$ cat src/rtl/subx_pkg.sv
package subx_pkg;
  localparam int INSTR_W = 16;
  localparam int OPC_W   = 7;
  localparam int FLD_W   = 3;

  localparam logic [OPC_W-1:0] OPC_SUB = 7'b0110011;

  localparam int EQ_BIT = 2;
  localparam int C_BIT  = 5;
  localparam int V_BIT  = 7;

  typedef struct packed {
    logic [FLD_W-1:0] dst;
    logic [FLD_W-1:0] src2;
    logic [FLD_W-1:0] src1;
    logic [OPC_W-1:0] opc;
  } instr_t;

  typedef struct packed {
    logic eq;
    logic c;
    logic v;
  } flags_t;
endpackage

$ cat src/rtl/subx_decode.sv
module subx_decode
  import subx_pkg::*;
(
  input  logic               valid_i,
  input  logic [INSTR_W-1:0] instr_i,
  output logic [FLD_W-1:0]   dst_o,
  output logic [FLD_W-1:0]   src2_o,
  output logic [FLD_W-1:0]   src1_o,
  output logic               exec_o
);
  instr_t word;

  always_comb begin
    word   = instr_t'(instr_i);
    dst_o  = word.dst;
    src2_o = word.src2;
    src1_o = word.src1;
    exec_o = valid_i && (word.opc == OPC_SUB);
  end
endmodule

$ cat src/rtl/subx_alu.sv
module subx_alu
  import subx_pkg::*;
#(
  parameter int DATA_W = 32
) (
  input  logic [DATA_W-1:0] minu_i,
  input  logic [DATA_W-1:0] subt_i,
  output logic [DATA_W-1:0] diff_o,
  output flags_t            flags_o
);
  localparam int EXT_W = DATA_W + 1;

  function automatic logic [EXT_W-1:0] f_wide_sub(input logic [DATA_W-1:0] a,
                                                  input logic [DATA_W-1:0] b);
    return {1'b0, a} - {1'b0, b};
  endfunction

  function automatic logic f_signed_ovf(input logic [DATA_W-1:0] a,
                                        input logic [DATA_W-1:0] b,
                                        input logic [DATA_W-1:0] r);
    return (a[DATA_W-1] != b[DATA_W-1]) && (r[DATA_W-1] != a[DATA_W-1]);
  endfunction

  logic [EXT_W-1:0] wide;
  logic             borrow;

  always_comb begin
    wide       = f_wide_sub(minu_i, subt_i);
    borrow     = wide[DATA_W];
    diff_o     = wide[DATA_W-1:0];
    flags_o.eq = (diff_o == '0);
    flags_o.c  = !borrow;
    flags_o.v  = f_signed_ovf(minu_i, subt_i, diff_o);
  end
endmodule

$ cat src/rtl/subx_regfile.sv
module subx_regfile #(
  parameter int DATA_W = 32,
  parameter int NREG   = 8,
  localparam int AW    = $clog2(NREG)
) (
  input  logic              clk,
  input  logic              rst_n,
  input  logic [AW-1:0]     ra_addr_i,
  output logic [DATA_W-1:0] ra_data_o,
  input  logic [AW-1:0]     rb_addr_i,
  output logic [DATA_W-1:0] rb_data_o,
  input  logic [AW-1:0]     rd_addr_i,
  output logic [DATA_W-1:0] rd_data_o,
  input  logic              ext_we_i,
  input  logic [AW-1:0]     ext_addr_i,
  input  logic [DATA_W-1:0] ext_data_i,
  input  logic              exe_we_i,
  input  logic [AW-1:0]     exe_addr_i,
  input  logic [DATA_W-1:0] exe_data_i
);
  logic [DATA_W-1:0] mem_q [NREG];

  for (genvar gi = 0; gi < NREG; gi++) begin : g_reg
    localparam logic [AW-1:0] IDX = AW'(gi);
    logic hit_exe;
    logic hit_ext;

    assign hit_exe = exe_we_i && (exe_addr_i == IDX);
    assign hit_ext = ext_we_i && (ext_addr_i == IDX);

    always_ff @(posedge clk) begin
      if (!rst_n)       mem_q[gi] <= '0;
      else if (hit_exe) mem_q[gi] <= exe_data_i;
      else if (hit_ext) mem_q[gi] <= ext_data_i;
    end

    // a register with no write request keeps its value
    p_hold_r7: assert property (@(posedge clk) disable iff (!rst_n)
      !(exe_we_i && exe_addr_i == IDX) && !(ext_we_i && ext_addr_i == IDX)
      |=> $stable(mem_q[gi]));

    // an execute write lands regardless of a colliding external write
    p_write_r2: assert property (@(posedge clk) disable iff (!rst_n)
      (exe_we_i && exe_addr_i == IDX) |=> (mem_q[gi] == $past(exe_data_i)));
  end

  assign ra_data_o = mem_q[ra_addr_i];
  assign rb_data_o = mem_q[rb_addr_i];
  assign rd_data_o = mem_q[rd_addr_i];
endmodule

$ cat src/rtl/subx_csr.sv
module subx_csr
  import subx_pkg::*;
#(
  parameter int CSR_W = 32
) (
  input  logic             clk,
  input  logic             rst_n,
  input  logic             sw_we_i,
  input  logic [CSR_W-1:0] sw_data_i,
  input  logic             exe_we_i,
  input  flags_t           flags_i,
  output logic [CSR_W-1:0] csr_o
);
  logic [CSR_W-1:0] csr_q;
  logic [CSR_W-1:0] csr_d;

  always_comb begin
    csr_d = sw_we_i ? sw_data_i : csr_q;
    if (exe_we_i) begin
      csr_d[EQ_BIT] = flags_i.eq;
      csr_d[C_BIT]  = flags_i.c;
      csr_d[V_BIT]  = flags_i.v;
    end
  end

  always_ff @(posedge clk) begin
    if (!rst_n) csr_q <= '0;
    else        csr_q <= csr_d;
  end

  assign csr_o = csr_q;

  // no write source, no change
  p_idle_r7: assert property (@(posedge clk) disable iff (!rst_n)
    (!exe_we_i && !sw_we_i) |=> $stable(csr_q));

  // software value survives outside the flag bits when both write
  p_merge_r10: assert property (@(posedge clk) disable iff (!rst_n)
    (exe_we_i && sw_we_i) |=> (csr_q[CSR_W-1:V_BIT+1] == $past(sw_data_i[CSR_W-1:V_BIT+1])));
endmodule

$ cat src/rtl/subx_exec_unit.sv
module subx_exec_unit
  import subx_pkg::*;
#(
  parameter int DATA_W = 32,
  parameter int NREG   = 8,
  parameter int CSR_W  = 32,
  localparam int AW    = $clog2(NREG)
) (
  input  logic               clk,
  input  logic               rst_n,
  input  logic               instr_valid_i,
  input  logic [INSTR_W-1:0] instr_i,
  input  logic [AW-1:0]      rf_rd_addr_i,
  output logic [DATA_W-1:0]  rf_rd_data_o,
  input  logic               rf_wr_en_i,
  input  logic [AW-1:0]      rf_wr_addr_i,
  input  logic [DATA_W-1:0]  rf_wr_data_i,
  input  logic               csr_wr_en_i,
  input  logic [CSR_W-1:0]   csr_wr_data_i,
  output logic [CSR_W-1:0]   csr_o
);
  localparam logic [CSR_W-1:0] FLAG_MASK =
    (CSR_W'(1) << EQ_BIT) | (CSR_W'(1) << C_BIT) | (CSR_W'(1) << V_BIT);

  // named internal events for the checks below
  logic [FLD_W-1:0]  dst_sel;
  logic [FLD_W-1:0]  src2_sel;
  logic [FLD_W-1:0]  src1_sel;
  logic              exec_fire;
  logic [DATA_W-1:0] op_minu;
  logic [DATA_W-1:0] op_subt;
  logic [DATA_W-1:0] diff;
  flags_t            flags;

  subx_decode u_dec (
    .valid_i (instr_valid_i),
    .instr_i (instr_i),
    .dst_o   (dst_sel),
    .src2_o  (src2_sel),
    .src1_o  (src1_sel),
    .exec_o  (exec_fire)
  );

  subx_regfile #(.DATA_W(DATA_W), .NREG(NREG)) u_rf (
    .clk        (clk),
    .rst_n      (rst_n),
    .ra_addr_i  (AW'(src2_sel)),
    .ra_data_o  (op_minu),
    .rb_addr_i  (AW'(src1_sel)),
    .rb_data_o  (op_subt),
    .rd_addr_i  (rf_rd_addr_i),
    .rd_data_o  (rf_rd_data_o),
    .ext_we_i   (rf_wr_en_i),
    .ext_addr_i (rf_wr_addr_i),
    .ext_data_i (rf_wr_data_i),
    .exe_we_i   (exec_fire),
    .exe_addr_i (AW'(dst_sel)),
    .exe_data_i (diff)
  );

  subx_alu #(.DATA_W(DATA_W)) u_alu (
    .minu_i  (op_minu),
    .subt_i  (op_subt),
    .diff_o  (diff),
    .flags_o (flags)
  );

  subx_csr #(.CSR_W(CSR_W)) u_csr (
    .clk       (clk),
    .rst_n     (rst_n),
    .sw_we_i   (csr_wr_en_i),
    .sw_data_i (csr_wr_data_i),
    .exe_we_i  (exec_fire),
    .flags_i   (flags),
    .csr_o     (csr_o)
  );

  // zero flag follows operand equality
  p_zero_r3: assert property (@(posedge clk) disable iff (!rst_n)
    exec_fire |=> (csr_o[EQ_BIT] == ($past(op_minu) == $past(op_subt))));

  // carry set exactly when no unsigned borrow
  p_carry_r4: assert property (@(posedge clk) disable iff (!rst_n)
    exec_fire |=> (csr_o[C_BIT] == ($past(op_minu) >= $past(op_subt))));

  // like-signed operands never overflow on subtraction
  p_no_overflow_r5: assert property (@(posedge clk) disable iff (!rst_n)
    (exec_fire && (op_minu[DATA_W-1] == op_subt[DATA_W-1])) |=> !csr_o[V_BIT]);

  // non-flag bits kept across a subtract without software write
  p_keep_r6: assert property (@(posedge clk) disable iff (!rst_n)
    (exec_fire && !csr_wr_en_i) |=> ((csr_o & ~FLAG_MASK) == $past(csr_o & ~FLAG_MASK)));
endmodule

$ cat config.mk
export PLATFORM = sky130hd
export DESIGN_NAME = subx_exec_unit
export DESIGN_NICKNAME = d
export VERILOG_FILES = /design/src/rtl/subx_pkg.sv /design/src/rtl/subx_decode.sv /design/src/rtl/subx_alu.sv /design/src/rtl/subx_regfile.sv /design/src/rtl/subx_csr.sv /design/src/rtl/subx_exec_unit.sv
export SDC_FILE = /design/constraint.sdc
export NUM_CORES = 1
export LEC_CHECK = 0
export BUFFER_PORTS_ARGS = -buffer_cell sky130_fd_sc_hd__buf_2
export CORE_UTILIZATION = 45
export CTS_CLUSTER_SIZE = 25
export DETAILED_ROUTE_END_ITERATION = 8
export HOLD_SLACK_MARGIN = 0.05
export PLACE_DENSITY = 0.71
export RECOVER_POWER = 100
export SYNTH_ARGS = -nofsm -noshare
export SYNTH_HDL_FRONTEND = slang
export SYNTH_HIERARCHICAL = 1
export SYNTH_SLANG_ARGS = --single-unit
$ cat constraint.sdc
create_clock -name clk -period 5.5 [get_ports clk]
set_clock_uncertainty 0.05 [all_clocks]
set_input_delay 0.55 -clock clk [delete_from_list [all_inputs] [get_ports clk]]
set_output_delay 0.55 -clock clk [all_outputs]
set_load 0.01 [all_outputs]
# Yosys cells after proc, flatten, opt, wreduce, memory -nomap -nowiden
# Memories as Yosys holds them, arrays and structs flattened.
# Index checks and enable logic that the tools add are counted.
classes:
  add_sub_neg: 1
  eq_ne: 17
  mux: 77
  bitwise: 16
  reduce_logical: 23
op_table:
  columns: ["op", "count"]
  rows:
  - ["32-bit two-way mux", 16]
  - ["1-bit two-way mux", 60]
  - ["32-bit by 32-bit subtractor with 33-bit output", 1]
  - ["32-bit zero test", 1]
  - ["3-bit equality test (second input constant)", 8]
  - ["1-bit logical AND", 18]
  - ["1-bit bitwise OR", 16]
  - ["3-bit by 2-bit equality test with 1-bit output (second input constant)", 4]
  - ["8-bit two-way mux", 1]
  - ["7-bit by 6-bit equality test with 1-bit output (second input constant)", 1]
  - ["3-bit by 1-bit equality test with 1-bit output (second input constant)", 2]
  - ["3-bit zero test", 2]
  - ["1-bit != test", 2]
  - ["2-bit nonzero test", 1]
  - ["1-bit zero test", 1]
word_totals:
  ff_bits: 32
  mem_bits_rw: 256
  inputBits: 91
  memories: 1
memory_table:
  columns: ["name", "depth", "width", "read_ports", "rd_clocked_by_memory_dff", "wr", "line_no", "rtl"]
  rows:
  - ["u_rf.mem_q", 8, 32, 3, 0, 8, "subx_regfile.sv:21", "logic [DATA_W-1:0] mem_q [NREG];"]

# Depth between registers and ports, before layout
depth:
  word_depth: 8
  mapped_depth: 20

# By module
# The synthesis kept the hierarchy.
modules_own_cells:
  columns: ["mod", "instances", "cells_each", "area_each_um2", "seq_area_each_um2"]
  rows:
  - ["subx_regfile", 1, 1097, 16588.4, 7687.4]
  - ["subx_alu", 1, 327, 2147.1, 0.0]
  - ["subx_csr", 1, 106, 1247.4, 640.6]
  - ["subx_decode", 1, 12, 92.6, 0.0]

# Worst setup path before layout
# Ideal clock, no wire load.
synth_timing:
  path_type: "input -> register"
  start: "input instr_i[7]"
  end: "register u_csr.csr_q[2] (netlist: u_csr/csr_o[2])"
  arrival_time_ps: 5121
  required_ps: 5334
  path_slack_ps: 213
  cell_stages: 19
  n_path_buf: 3
  path_cell_list: "buf_4 buf_2 buf_2 mux4_2 mux2_2 ha_1 fa_1 nand2b_1 a21oi_1 o211ai_1 and3_1 a2111oi_0 a211o_1 nor4_1 nand4_1 or4_1 nor4_2 nand2b_1 o211a_1"
synth_rtl:
  columns: ["item", "line_no", "rtl"]
  rows:
  - ["start: declaration", "subx_exec_unit.sv:12", "input logic [INSTR_W-1:0] instr_i,"]
  - ["end signal: assignment", "subx_csr.sv:28", "else csr_q <= csr_d;"]
  - ["end: declaration", "subx_csr.sv:14", "logic [CSR_W-1:0] csr_q;"]

==> results.md <==
- Status: finished with violations
- Violations in the final reports: capacitance limit, slew limit
- Min cycle time layout: about 5100 ps
- Share of the synthesized netlist area taken by xor and xnor gates: 0.8725%
- Post-detailed-route wirelength per cell: approximately 29 um
- Global-route wire length before repair: 96,990 um
- Core box area: about 0.044 sq mm
- Cts-stage hold buffer count: 0
- Total standard cell area after synthesis: between 0.02 and 0.025 sq mm
- Layout overhead on the synthesized area: 11.87%
- Synth Area in Compound Gates: between 10% and 20%
- Ratio of total power to cell area: roughly 290 mW/mm^2
- Cell taking the most area after synthesis: sky130_fd_sc_hd__edfxtp_1
- Synth Net Count: roughly 1,700
- Die area: about 0.045 sq mm
- Fraction of the mapped netlist area in adder cells: between 2 and 2.5%
- Max VDD drop: 0.1918 mV
- Routability congestion estimate from global placement: a little over 0.9
- Via count of the first global-routing pass: 15,790
- Vias per std cell: around 7.0
- Setup violators final: 0
- Mux contribution to synthesized area: 28.61%
- Final TNS setup: 0 ps
- Register-to-register path setup slack: 390 ps
- Period utilisation layout: between 90% and 100%
- Total clock buffers created by CTS: 34
- Unrepaired setup endpoints after global routing: no
- Die height: roughly 210 um
- TritonCTS clock tree: yes
- HPWL after DPL: 39,060 um
- Wire length reported by the detailed router: around 65,000 um
- Number of enable-type register cells in the synthesized netlist: 256
- Cell at the root of the clock tree: sky130_fd_sc_hd__clkbuf_16
- Post-CTS Resized: 0
- Synth warn: 6
- Min-Delay Endpoint: u_csr/csr_o[24]$_SDFFE_PN0P_
- Nature of the critical path startpoint: flop
- Depth of the most critical reg-to-reg path: 16
- Worst-path fanout max: 5
- Area share of the largest cell type after synthesis: around two fifths
- Data arrival time of the critical path: 5530 ps
- Commonest cells in the netlist: 256 x sky130_fd_sc_hd__edfxtp_1, 192 x sky130_fd_sc_hd__a22o_1, 192 x sky130_fd_sc_hd__mux4_2
- Max Buffers Root-to-Sink: 3
- Number of sinks driven by the clock tree: roughly 290
- Count of maximum capacitance violations: 12
- Initial antenna violation count: 2
- Proportion of synthesized chip area in sequential cells: between 40% and 50%
- Critical Setup Path Class: flop to flop
- Cell count of the worst hold path: 3
- Hold Vio Cnt, Final: 0
- Simple-gate area share of the yosys netlist: 6.507%
- Number of top-level design ports: between 150 and 200
- Endpoint of the worst register-to-register path: u_csr/csr_o[2]$_SDFFE_PN0P_
- Cell area after placement: 0.02162 sq mm
- Mean Syn Cell Area: around 13 sq um
- Final Max Tran Viols: roughly 450
- Normalized max-slew margin: -160.9%
- Worst Hold Class: primary input to flop
- Final core utilization: 50.90%
- Asr flop ratio synth: 0%
- Buffers on Ports: 154
- Ratio of cells with drive above 1 in the final layout: between 30 and 40%
- Clock network latency to the later pin of the worst-skew pair: roughly 530 ps
- Post-route DRC: 0
- Number of antenna-violating nets in the routed design: 0
- Die extent in x: roughly 210 um
- Slew of the pin with the lowest slew margin: approximately 3900 ps
- Hold_sp: csr_wr_data_i[24]
- Starting density of the core: a little under half
- Static Leak: 8.503 nW
- Largest net degree at the start of global routing: 66
- Buffers inserted during post-CTS setup optimization: 0
- # nets final: approximately 1,800
- Worst-case setup margin in the final layout: around 390 ps
- Most frequent cell after synthesis: sky130_fd_sc_hd__edfxtp_1
- Fmax achieved: 195.8 MHz
- Clock transition at path regs: around 60 ps
- Startpoint of the worst register-to-register path: u_rf/mem_q[4][0]$_SDFFCE_PN0P_
- Main combinational cell family by area after synthesis: multiplexers
- Data required, critical path: 5930 ps
- Post-place setup slack: 110.4 ps
- Layout Cell Area excl Fill: approximately 0.022 sq mm
- Drt initial violations: 1,816
- Vias post-DR: ~16,000
- Number of unique standard cell types used by synthesis: 73
- Overall fraction of global-route tracks in use: around 29%
- Yosys reg bits: around 290
- DR pass1 iterations: 7
- Top post-synthesis cells by area: sky130_fd_sc_hd__edfxtp_1 38%, sky130_fd_sc_hd__mux4_2 22%, sky130_fd_sc_hd__a22o_1 8.4%
- Mapped Cells: between 1,500 and 2,000
- Crit end category: flop
- Most frequently used flop master after synthesis: sky130_fd_sc_hd__edfxtp_1
- Deepest level of the CTS H-tree: 2
- Aggregate global routing overflow: 0
- Site row count: 77
==> metrics by stage <==
step | hold slack (ps) | cells | total power (W)
final | 227.3 | 2251 | 0.006443
after global routing | 233.9 | 2249 | 0.006661
after CTS | 210.3 | 2249 | 0.006488
after detailed placement | 451.5 | 2189 | 0.004288
after global placement | 441.5 | 2189 | 0.004262
after floorplan | 488.3 | 1542 | 0.003677
==> power by group <==
part           switching, W  internal [W]
Clock              0.000913       0.00131
Sequential        0.0000629       0.00248
Combinational       0.00102      0.000653
Total               0.00200       0.00444
==> layer usage <==
layer | global-route usage (%) | wire, um | vias up
li1 | - | - | 6455
met1 | 37.97 | 24000 | 7828
met2 | 47.02 | 30230 | 1204
met3 | 6.839 | 8322 | 207
met4 | 10.52 | 2521 | 2
met5 | 0 | 15 | -
==> state kept, by name (all words and copies together) (netlist names) <==
signal,count
u_csr/csr_o,32
u_rf/mem_q,256
==> cells by family after synthesis <==
group / Yosys count
AO/OA/AOI/OAI: 391
multiplexers: 321
flip-flops: 288
AND/OR/NAND/NOR: 265
buffers and inverters: 224
adder cells (fa/ha/maj): 33
XOR/XNOR: 20
==> worst max-delay path by stage <==
stage	cells after the start	endpoint	slack [ps]	start
after global placement	17	u_csr/csr_o[2]$_SDFFE_PN0P_	150	instr_i[7]
after global routing	4	u_rf/mem_q[6][9]$_DFFE_PP_	210	rst_n
final	16	u_csr/csr_o[2]$_SDFFE_PN0P_	390	u_rf/mem_q[4][0]$_SDFFCE_PN0P_
after detailed placement	17	u_csr/csr_o[2]$_SDFFE_PN0P_	110	instr_i[7]
after CTS	16	u_csr/csr_o[2]$_SDFFE_PN0P_	630	u_rf/mem_q[4][0]$_SDFFCE_PN0P_
after floorplan	19	u_csr/csr_o[2]$_SDFFE_PN0P_	210	instr_i[7]
==> cell usage in the layout (no fill, tap or decap), types with 38 or more instances in the layout <==
cell | Yosys | final
sky130_fd_sc_hd__buf_2 | 47 | 108
sky130_fd_sc_hd__clkbuf_1 | 65 | 81
sky130_fd_sc_hd__a21oi_1 | 38 | 38
sky130_fd_sc_hd__nand2_1 | 126 | 126
sky130_fd_sc_hd__mux2_2 | 99 | 80
sky130_fd_sc_hd__o22ai_1 | 65 | 65
sky130_fd_sc_hd__mux4_2 | 192 | 192
sky130_fd_sc_hd__inv_1 | 43 | 43
sky130_fd_sc_hd__a22o_1 | 192 | 192
sky130_fd_sc_hd__edfxtp_1 | 256 | 256
==> worst max-delay path: stages, from the launching register on <==
cell	delay, ps
sky130_fd_sc_hd__edfxtp_1	430
sky130_fd_sc_hd__mux4_2	470
sky130_fd_sc_hd__mux2_2	280
sky130_fd_sc_hd__ha_1	220
sky130_fd_sc_hd__fa_1	410
sky130_fd_sc_hd__nand2b_1	180
sky130_fd_sc_hd__a21oi_1	380
sky130_fd_sc_hd__o211ai_1	200
sky130_fd_sc_hd__or4_1	550
sky130_fd_sc_hd__nand3_1	130
sky130_fd_sc_hd__xor2_1	120
sky130_fd_sc_hd__nor4b_2	340
sky130_fd_sc_hd__nand4_1	160
sky130_fd_sc_hd__or4_1	440
sky130_fd_sc_hd__nor4_1	370
sky130_fd_sc_hd__nand2b_1	170
sky130_fd_sc_hd__o211a_1	160
==> area by class of cell <==
class	count	area [sq um]
Clock inverter	18	175.2
Fill cell	3828	21670
Antenna cell	2	5.005
Inverter	43	161.4
Sequential cell	288	8328
Multi-Input combinational cell	1030	10820
Timing Repair Buffer	236	1329
Tap cell	592	740.7
Clock buffer	42	902.1
No activity file was read; power rests on OpenSTA's default activity.
